`src/rtl/lock_monitor.sv`:
```
module lock_monitor #(
  parameter int RUN_LIMIT = 128,
  parameter int WIN_LOG2  = 16,
  parameter int FAULT_PPM = 1000,
  parameter int CLEAR_PPM = 250
) (
  input  logic clk,
  input  logic rst_n,
  input  logic ref_tick,
  input  logic rec_tick,
  input  logic data_bit,
  input  logic en_a_n,
  input  logic en_b_n,
  output logic lock_data,
  output logic stat_a_n,
  output logic stat_b_n
);

  localparam int     RW        = $clog2(RUN_LIMIT + 1);
  localparam int     CW        = WIN_LOG2 + 2;
  localparam int     EW        = CW + 1;
  localparam longint WIN_LEN   = 64'd1 << WIN_LOG2;
  localparam longint FAULT_DIF = (WIN_LEN * FAULT_PPM) / 1000000;
  localparam longint CLEAR_DIF = (WIN_LEN * CLEAR_PPM) / 1000000;
  localparam logic [EW-1:0] IDEAL     = EW'(WIN_LEN);
  localparam logic [EW-1:0] FAULT_LIM = EW'(FAULT_DIF);
  localparam logic [EW-1:0] CLEAR_LIM = EW'(CLEAR_DIF);
  localparam logic [RW-1:0] RUN_TOP   = RW'(RUN_LIMIT);
  localparam logic [RW-1:0] RUN_EDGE  = RW'(RUN_LIMIT - 1);

  logic [RW-1:0]       run_cnt;
  logic                prev_bit;
  logic [WIN_LOG2-1:0] ref_cnt;
  logic [CW-1:0]       rec_cnt;
  logic                gap_seen;

  logic          rise, run_hit, win_end, fault_now, clear_ok;
  logic [EW-1:0] rec_total, freq_err;

  // edge detection and run-length test
  assign rise    = rec_tick & data_bit & ~prev_bit;
  assign run_hit = rec_tick & ~rise & (run_cnt >= RUN_EDGE);

  // frequency window
  assign win_end   = ref_tick & (&ref_cnt);
  assign rec_total = {1'b0, rec_cnt} + EW'(rec_tick);
  assign freq_err  = (rec_total >= IDEAL) ? rec_total - IDEAL : IDEAL - rec_total;

  // decision
  assign fault_now = run_hit | (win_end & (freq_err > FAULT_LIM));
  assign clear_ok  = win_end & (freq_err <= CLEAR_LIM) & ~gap_seen & ~run_hit;

  assign stat_a_n = en_a_n | lock_data;
  assign stat_b_n = en_b_n | lock_data;

  always_ff @(posedge clk or negedge rst_n) begin
    if (!rst_n) begin
      run_cnt   <= '0;
      prev_bit  <= 1'b0;
      ref_cnt   <= '0;
      rec_cnt   <= '0;
      gap_seen  <= 1'b0;
      lock_data <= 1'b0;
    end else begin
      if (rec_tick) begin
        prev_bit <= data_bit;
        if (rise)                  run_cnt <= '0;
        else if (run_cnt != RUN_TOP) run_cnt <= run_cnt + 1'b1;
      end

      if (ref_tick) ref_cnt <= ref_cnt + 1'b1;

      if (win_end)                        rec_cnt <= '0;
      else if (rec_tick && rec_cnt != '1) rec_cnt <= rec_cnt + 1'b1;

      if (win_end)      gap_seen <= 1'b0;
      else if (run_hit) gap_seen <= 1'b1;

      if (lock_data && fault_now)      lock_data <= 1'b0;
      else if (!lock_data && clear_ok) lock_data <= 1'b1;
    end
  end

  AST_RESET_UNLOCK: assert property (@(posedge clk) !rst_n |=> !lock_data);
  AST_RUN_DROP:     assert property (@(posedge clk) disable iff (!rst_n)
                      run_hit |=> !lock_data);
  AST_FREQ_DROP:    assert property (@(posedge clk) disable iff (!rst_n)
                      (win_end && freq_err > FAULT_LIM) |=> !lock_data);
  AST_CLEAR_COND:   assert property (@(posedge clk) disable iff (!rst_n)
                      (!lock_data && !clear_ok) |=> !lock_data);
  AST_RISE_AT_WIN:  assert property (@(posedge clk) disable iff (!rst_n)
                      (!lock_data && !win_end) |=> !lock_data);
  AST_STAT_A_FAULT: assert property (@(posedge clk) disable iff (!rst_n)
                      (lock_data && fault_now && !en_a_n) |=> !stat_a_n);
  AST_STAT_B_FAULT: assert property (@(posedge clk) disable iff (!rst_n)
                      (lock_data && fault_now && !en_b_n) |=> !stat_b_n);
  AST_IDLE_DATA:    assert property (@(posedge clk) disable iff (!rst_n)
                      !rec_tick |=> $stable(prev_bit) && $stable(run_cnt));

endmodule

```
`config.mk`:
```
export PLATFORM = sky130hd
export DESIGN_NAME = lock_monitor
export DESIGN_NICKNAME = d
export VERILOG_FILES = /design/src/rtl/lock_monitor.sv
export SDC_FILE = /design/constraint.sdc
export NUM_CORES = 1
export LEC_CHECK = 0
export BUFFER_PORTS_ARGS = -buffer_cell sky130_fd_sc_hd__buf_2
export CAP_MARGIN = 20
export CORE_ASPECT_RATIO = 0.8
export CORE_UTILIZATION = 45
export DETAILED_ROUTE_END_ITERATION = 6
export GPL_TIMING_DRIVEN = 0
export PLACE_DENSITY = 0.72
export SLEW_MARGIN = 20
export SYNTH_ARGS = -nofsm -noshare
export SYNTH_HDL_FRONTEND = slang
export SYNTH_SLANG_ARGS = --single-unit
```
`constraint.sdc`:
```
create_clock -name clk -period 5.15 [get_ports clk]
set_clock_uncertainty 0.15 [all_clocks]
set_input_delay 1.03 -clock clk [delete_from_list [all_inputs] [get_ports clk]]
set_output_delay 1.03 -clock clk [all_outputs]
set_load 0.02 [all_outputs]
```
==> impl_metrics.csv, run 1 <==
group,metric,value,unit
run_status,outcome,"finished, violations left",
run_status,violations_in_the_final_reports,"DRC",
critical_path,cp_data_required_time,5.24,ns
cells_and_area,layout.filler_cells,642,
critical_path,max_stage_delay,0.49,ns
grt,first_pass_grt_wire_length,12420,µm
route,via_count,2757,
sta,rsz0062_at_grt,"no",
cts,cts_hold_buffers,0,
grt,grt_remaining_overflow,0,
sta,final_min_period_over_clock_period,87.91,%
critical_path,crit_arrival,4.61,ns
critical_path,setup.worst_path.start_class,"input pin",
logic_synthesis,syn_inst,379,
logic_synthesis,number_of_warnings_reported_in_the_yosys_synthesis_log,0,
logic_synthesis,synth.avg_cell_area,8.702,µm²
critical_path,critPathMostFrequentCell,"ha_1",
critical_path,crit_path_top_delay_cell,"or4_1",
sta,report.final.slew_viol_count,0,
cells_and_area,final_common_cell,"nor2_1",
die,initial_utilization,47.16,%
cts,cts_root_buf,"clkbuf_8",
route,route.detailed.wl_per_inst,14.28,µm
cts,clkLatencyLatePin,0.30,ns
sta,timing_worst_slew_pin_value,0.6239,ns
worst_hold_path,min_path_type,"flip-flop to flip-flop",
place,gp_routability_congestion,0.8615,
cts,postCtsSetupRepairBufs,0,
sta,final-setup-viol-count,0,
sta,clock.fmax,220.9,MHz
die,placeableCoreArea,0.006993,mm²
place,dp_hpwl,5132,µm
pwr,power_density_over_the_cells,355.7,mW/mm²
pwr,leakage_dissipation,1.434,nW
grt,grt_start_max_net_pins,46,
cells_and_area,num-nets-final,411,
worst_hold_path,min_path_cells,1,
sta,finalWorstPathRequiredPeriod,4.527,ns
sta,max_slew_margin,58.26,%
cells_and_area,final_layout_size_suffix_gt1_share,11.62,%
cts,cts.repair.resized,0,
cells_and_area,antennaDiodeCount,0,
logic_synthesis,synth.net_count,395,
pwr,ir_drop_worst_case_vdd,0.1492,mV
logic_synthesis,yosys.cell_types.count,66,
critical_path,worstRegToRegCells,14,
cts,clock_pin_transition_on_the_worst_setup_and_hold_timing_paths,0.09,ns
place,io_buffers,9,
die,rows,27,
cells_and_area,area_growth,8.156,%
logic_synthesis,synth-edff-count,0,
cts,number_of_buffers_added_by_the_clock_tree_synthesis_step,5,
route,drt_iter0_markers,212,
die,io_pins,10,
critical_path,cp_cell_sequence,"buf_2, ha_1, ha_1, nand3_2, nor4_2, nand2_1, xor2_1, inv_1, ha_1, and3_4, a41o_4, o21bai_2, xnor2_1, or4_1, o21ai_1",
critical_path,crit_path_category,"input pin to flip-flop",
sta,finalHoldViolations,0,
logic_synthesis,ys_async_sr_fraction,100.0,%
cts,cts_tree,"yes",
sta,tns,0,ns
pwr,post-layout-total-power,1.269,mW
grt,globalRouteTotalUtil,20.11,%
critical_path,timing.critical_path.fanout_max,8,
critical_path,critPathCaptureType,"flip-flop",
cts,clock_sink_count,45,
die,die_height,78.58,µm
die,fp.dieArea,0.007678,mm²
cells_and_area,highest_count_cells_in_the_layout_ignoring_fill_and_taps,"nor2_1, dfrtp_1, nand2_1",
grt,number_of_global_route_vias_before_repair,2563,
logic_synthesis,synth_seq_area_share,34.14,%
logic_synthesis,synth-main-ff-cell,"dfrtp_1",
cts,htree_num_levels,2,
logic_synthesis,synth.ff_latch_count,45,
route,viasPerCell,5.708,
route,route.final.wire_length,6899,µm
grt,grt_antenna_before_repair,0,
cts,ctsLongestPathBuffers,2,
route,ant_nets,0,
route,detailed_routing_iteration_count_for_the_pre_antenna_repair_pass,6,
route,detail_route.drc_violations,2,
logic_synthesis,post_synth_instance_area,0.003298,mm²
run,cap_viol_max_count,0,
die,fp.dieW,97.72,µm
cells_and_area,utilization,51.01,%
## area by class of cell
| type | instances | area, µm² | area share, % |
|---|---|---|---|
| Sequential cell | 45 | 1126 | 31.57 |
| Timing Repair Buffer | 9 | 47.55 | 1.333 |
| Clock inverter | 3 | 43.79 | 1.228 |
| Inverter | 11 | 41.29 | 1.157 |
| Multi-Input combinational cell | 307 | 2056 | 57.63 |
| Buffer | 16 | 75.07 | 2.105 |
| Clock buffer | 5 | 68.82 | 1.929 |
| Tap cell | 87 | 108.9 | 3.052 |
## stage by stage
step | cells | instance area (µm²) | hold WS [ns] | setup slack [ns]
6_report | 483 | 3567 | 0.3180 | 0.6225
5_1_grt | 483 | 3567 | 0.3348 | 0.2962
4_1_cts | 483 | 3565 | 0.3212 | 0.6203
3_5_place_dp | 475 | 3452 | 0.3066 | 0.3020
3_3_place_gp | 475 | 3452 | 0.2967 | 0.3768
2_1_floorplan | 379 | 3298 | 0.2842 | 0.9072
## worst max-delay path: cells and delay by family
kind,cells,cell delay [ns]
simple gates,5,1.43
xor+xnor,2,0.39
buf+inv,2,0.24
fa+ha+maj,3,0.88
compound gates,3,0.64
## logic make-up after synthesis
family / after synthesis / share of synthesized area (%)
compound gates: 54 / 12.94
xor+xnor: 51 / 13.54
fa+ha+maj: 9 / 3.414
buf+inv: 27 / 3.528
flops: 45 / 34.14
mux: 4 / 1.631
simple gates: 189 / 30.80
## registers in the layout (all words and copies together) (netlist names)
register and count:
rec_cnt 18, ref_cnt 16, run_cnt 8, gap_seen 1, lock_data 1, prev_bit 1
## synth_stat cells, drive strengths merged (4+ instances only)
| cell | n | area (µm²) |
|---|---|---|
| nor2 | 48 | 180.2 |
| dfrtp | 45 | 1126 |
| nand2 | 36 | 135.1 |
| xnor2 | 32 | 280.3 |
| nand3 | 22 | 115.1 |
| xor2 | 19 | 166.4 |
| nand4 | 17 | 112.6 |
| o21ai | 14 | 73.82 |
| nor3 | 13 | 76.33 |
| inv | 11 | 41.29 |
| clkbuf | 9 | 33.78 |
| ha | 9 | 112.6 |
| and3 | 8 | 55.05 |
| a21oi | 7 | 35.03 |
| buf | 7 | 41.29 |
| nor2b | 7 | 43.79 |
| nor4 | 7 | 62.56 |
| or3 | 7 | 43.79 |
| o31ai | 5 | 51.30 |
| and2 | 4 | 25.02 |
| o21bai | 4 | 33.78 |
## metal layers
layer	part of all wire [%]	wire length [µm]	global-route usage [%]	vias up
li1	-	-	-	1383
met1	53	3625	29.64	1310
met2	42	2923	30.07	58
met3	4.2	287	3.473	6
met4	0.90	62	5.606	0
met5	0	0	0	-
## final timing paths
check	startpoint	end	slack, ns
hold / removal	ref_cnt[12]$_DFFE_PN0P_	ref_cnt[12]$_DFFE_PN0P_	0.32
max in group asynchronous	rst_n	rec_cnt[8]$_DFFE_PN0P_	3.90
min in group asynchronous	rst_n	ref_cnt[9]$_DFFE_PN0P_	0.56
setup / recovery	rec_tick	lock_data$_DFFE_PN0P_	0.62
hold reg to reg	ref_cnt[12]$_DFFE_PN0P_	ref_cnt[12]$_DFFE_PN0P_	0.32
setup reg to reg	rec_cnt[0]$_DFFE_PN0P_	lock_data$_DFFE_PN0P_	1.13
## where the power goes
group | internal [mW] | total, mW | switching (mW)
Combinational | 0.211 | 0.496 | 0.285
Clock | 0.146 | 0.274 | 0.129
Sequential | 0.418 | 0.499 | 0.0807
Total | 0.775 | 1.27 | 0.494
(Power assumes the default switching activity.)
==> run 2: changes to the inputs <==
- BUFFER_PORTS_ARGS: -buffer_cell sky130_fd_sc_hd__buf_2 -> not set
- CORE_MARGIN: not set -> 4
- DONT_BUFFER_PORTS: not set -> 1
- HOLD_SLACK_MARGIN: not set -> 0.06
- PLACE_DENSITY: 0.72 -> 0.71
==> run 2 against run 1 <==
Compared with the run above:
- the run now ends clean
- sequential power is essentially flat
- clock power rose by 5%
- first-iteration DRC count decreased by 0.47%
- worst setup slack better by 0.23 ns
- routed wire length rose by 2.4%
- power rose by 0.72%
- global-route usage is 3.4 points lower
- count of clock-buffer cells in the layout is the same
- sequential share of layout area is 0.38 points higher
- via count grew 0.47%
- non-clock buffer count decreased by 9
==> impl_metrics.csv, run 2 (synthesized netlist as in run 1, its figures left out) <==
group,metric,value,unit
sta,final_min_period_over_clock_period,83.36,%
critical_path,max_stage_delay,0.49,ns
die,fp.dieArea,0.008772,mm²
cts,cts_root_buf,"clkbuf_8",
cells_and_area,final_common_cell,"nor2_1",
cells_and_area,antennaDiodeCount,0,
grt,globalRouteTotalUtil,16.71,%
pwr,power_density_over_the_cells,362.6,mW/mm²
route,drt_iter0_markers,211,
grt,grt_antenna_before_repair,0,
critical_path,critPathCaptureType,"flip-flop",
place,gp_routability_congestion,0.8403,
critical_path,cp_cell_sequence,"ha_1, ha_1, nand3_2, nor4_2, nand2_1, xor2_1, inv_1, ha_1, and3_4, a41o_4, o21bai_2, xnor2_1, or4_1, o21ai_1",
die,rows,27,
place,dp_hpwl,5127,µm
cts,htree_num_levels,2,
die,placeableCoreArea,0.006993,mm²
sta,tns,0,ns
cells_and_area,largest_reg_flops,18,
critical_path,timing.critical_path.fanout_max,8,
route,route.final.wire_length,7066,µm
pwr,leakage_dissipation,1.394,nW
route,viasPerCell,5.844,
cts,postCtsSetupRepairBufs,0,
cells_and_area,layout.filler_cells,637,
critical_path,crit_arrival,4.39,ns
critical_path,crit_path_top_delay_cell,"or4_1",
pwr,post-layout-total-power,1.278,mW
grt,grt_remaining_overflow,0,
cells_and_area,area_growth,6.866,%
critical_path,cp_data_required_time,5.25,ns
route,route.detailed.wl_per_inst,14.91,µm
grt,first_pass_grt_wire_length,12220,µm
cells_and_area,num-nets-final,402,
cts,clock_sink_count,45,
cells_and_area,final_layout_size_suffix_gt1_share,9.561,%
grt,grt_start_max_net_pins,46,
sta,clock.fmax,232.9,MHz
cts,ctsLongestPathBuffers,2,
place,io_buffers,0,
pwr,ir_drop_worst_case_vdd,0.1466,mV
cells_and_area,layout.cells.non_filler,474,
route,detailed_routing_iteration_count_for_the_pre_antenna_repair_pass,5,
sta,finalHoldViolations,0,
grt,number_of_global_route_vias_before_repair,2480,
sta,final-setup-viol-count,0,
cts,cts_hold_buffers,0,
route,ant_nets,0,
critical_path,critPathMostFrequentCell,"ha_1",
cells_and_area,highest_count_cells_in_the_layout_ignoring_fill_and_taps,"nor2_1, dfrtp_1, nand2_1",
cts,cts_tree,"yes",
route,via_count,2770,
cells_and_area,utilization,50.40,%
run,cap_viol_max_count,0,
cells_and_area,biggestRegsByFlops,"rec_cnt: 18 flops, ref_cnt: 16 flops, run_cnt: 8 flops",
worst_hold_path,min_path_type,"input pin to async pin",
critical_path,setup.worst_path.start_class,"input pin",
cts,cts.repair.resized,0,
die,io_pins,10,
cts,number_of_buffers_added_by_the_clock_tree_synthesis_step,5,
sta,finalWorstPathRequiredPeriod,4.293,ns
run_status,outcome,"finished clean",
die,die_height,84.58,µm
critical_path,crit_path_category,"input pin to flip-flop",
die,fp.dieW,103.7,µm
place,placed_cells,466,
cells_and_area,registers.top_by_ff_count,"rec_cnt",
die,initial_utilization,47.16,%
route,detail_route.drc_violations,0,
cts,clock_pin_transition_on_the_worst_setup_and_hold_timing_paths,0.10,ns
sta,report.final.slew_viol_count,0,
cts,clkLatencyLatePin,0.31,ns
sta,max_slew_margin,59.31,%
sta,timing_worst_slew_pin_value,0.6080,ns
sta,rsz0062_at_grt,"no",
-- run 2: cell types whose count changed in the layout (fill, tap and decap cells not counted), sizes merged --
cell / previous run / this run
buf: 16 / 7
clkinv: 1 / 0
clkinvlp: 0 / 1
-- run 2: final cells by class --
cell class	count	area, µm²	area share [%]
clock inverters	3	48.80	1.384
clock buffers	5	68.82	1.952
plain buffers	16	75.07	2.130
multi-input cells	307	2056	58.32
well taps	87	108.9	3.088
inverters	11	41.29	1.171
flip-flops and latches	45	1126	31.95
-- run 2: power breakdown --
part           switching, mW  leakage, nW  internal [mW]
clock network          0.140       0.0563          0.148
registers             0.0837        0.590          0.418
logic                  0.279        0.748          0.209
-- run 2: final timing paths --
check	startpoint	end	slack (ns)	cells after the start
worst max register to register	rec_cnt[0]$_DFFE_PN0P_	lock_data$_DFFE_PN0P_	1.14	14
worst min register to register	ref_cnt[12]$_DFFE_PN0P_	ref_cnt[12]$_DFFE_PN0P_	0.31	1
worst max-delay path	rec_tick	lock_data$_DFFE_PN0P_	0.86	14
min in group clk	ref_cnt[12]$_DFFE_PN0P_	ref_cnt[12]$_DFFE_PN0P_	0.31	1
max in group asynchronous	rst_n	run_cnt[0]$_DFFE_PN0P_	4.49	0
worst min-delay path	rst_n	ref_cnt[8]$_DFFE_PN0P_	0.25	0
-- run 2: metal layers --
metal	global-route usage (%)	share of wire, %	vias to the layer above
met5	0	0	-
met4	4.589	0.96	0
met3	2.613	4.9	7
met2	24.58	42	81
met1	25.32	52	1329
li1	-	-	1353
-- run 2: critical path: cells and delay by family --
family	cells	cell delay, ns
compound gates	3	0.62
simple gates	5	1.44
xor+xnor	2	0.40
buf+inv	1	0.07
fa+ha+maj	3	0.83
-- run 2: metrics by stage --
stage / hold slack, ns / setup slack [ns] / area [µm²]
CTS: 0.2377 / 0.8586 / 3525
global route: 0.2264 / 0.6249 / 3525
global placement: 0.2986 / 0.6134 / 3407
detailed placement: 0.3041 / 0.5124 / 3407
floorplan: 0.2842 / 0.9072 / 3298
finish: 0.2491 / 0.8571 / 3525
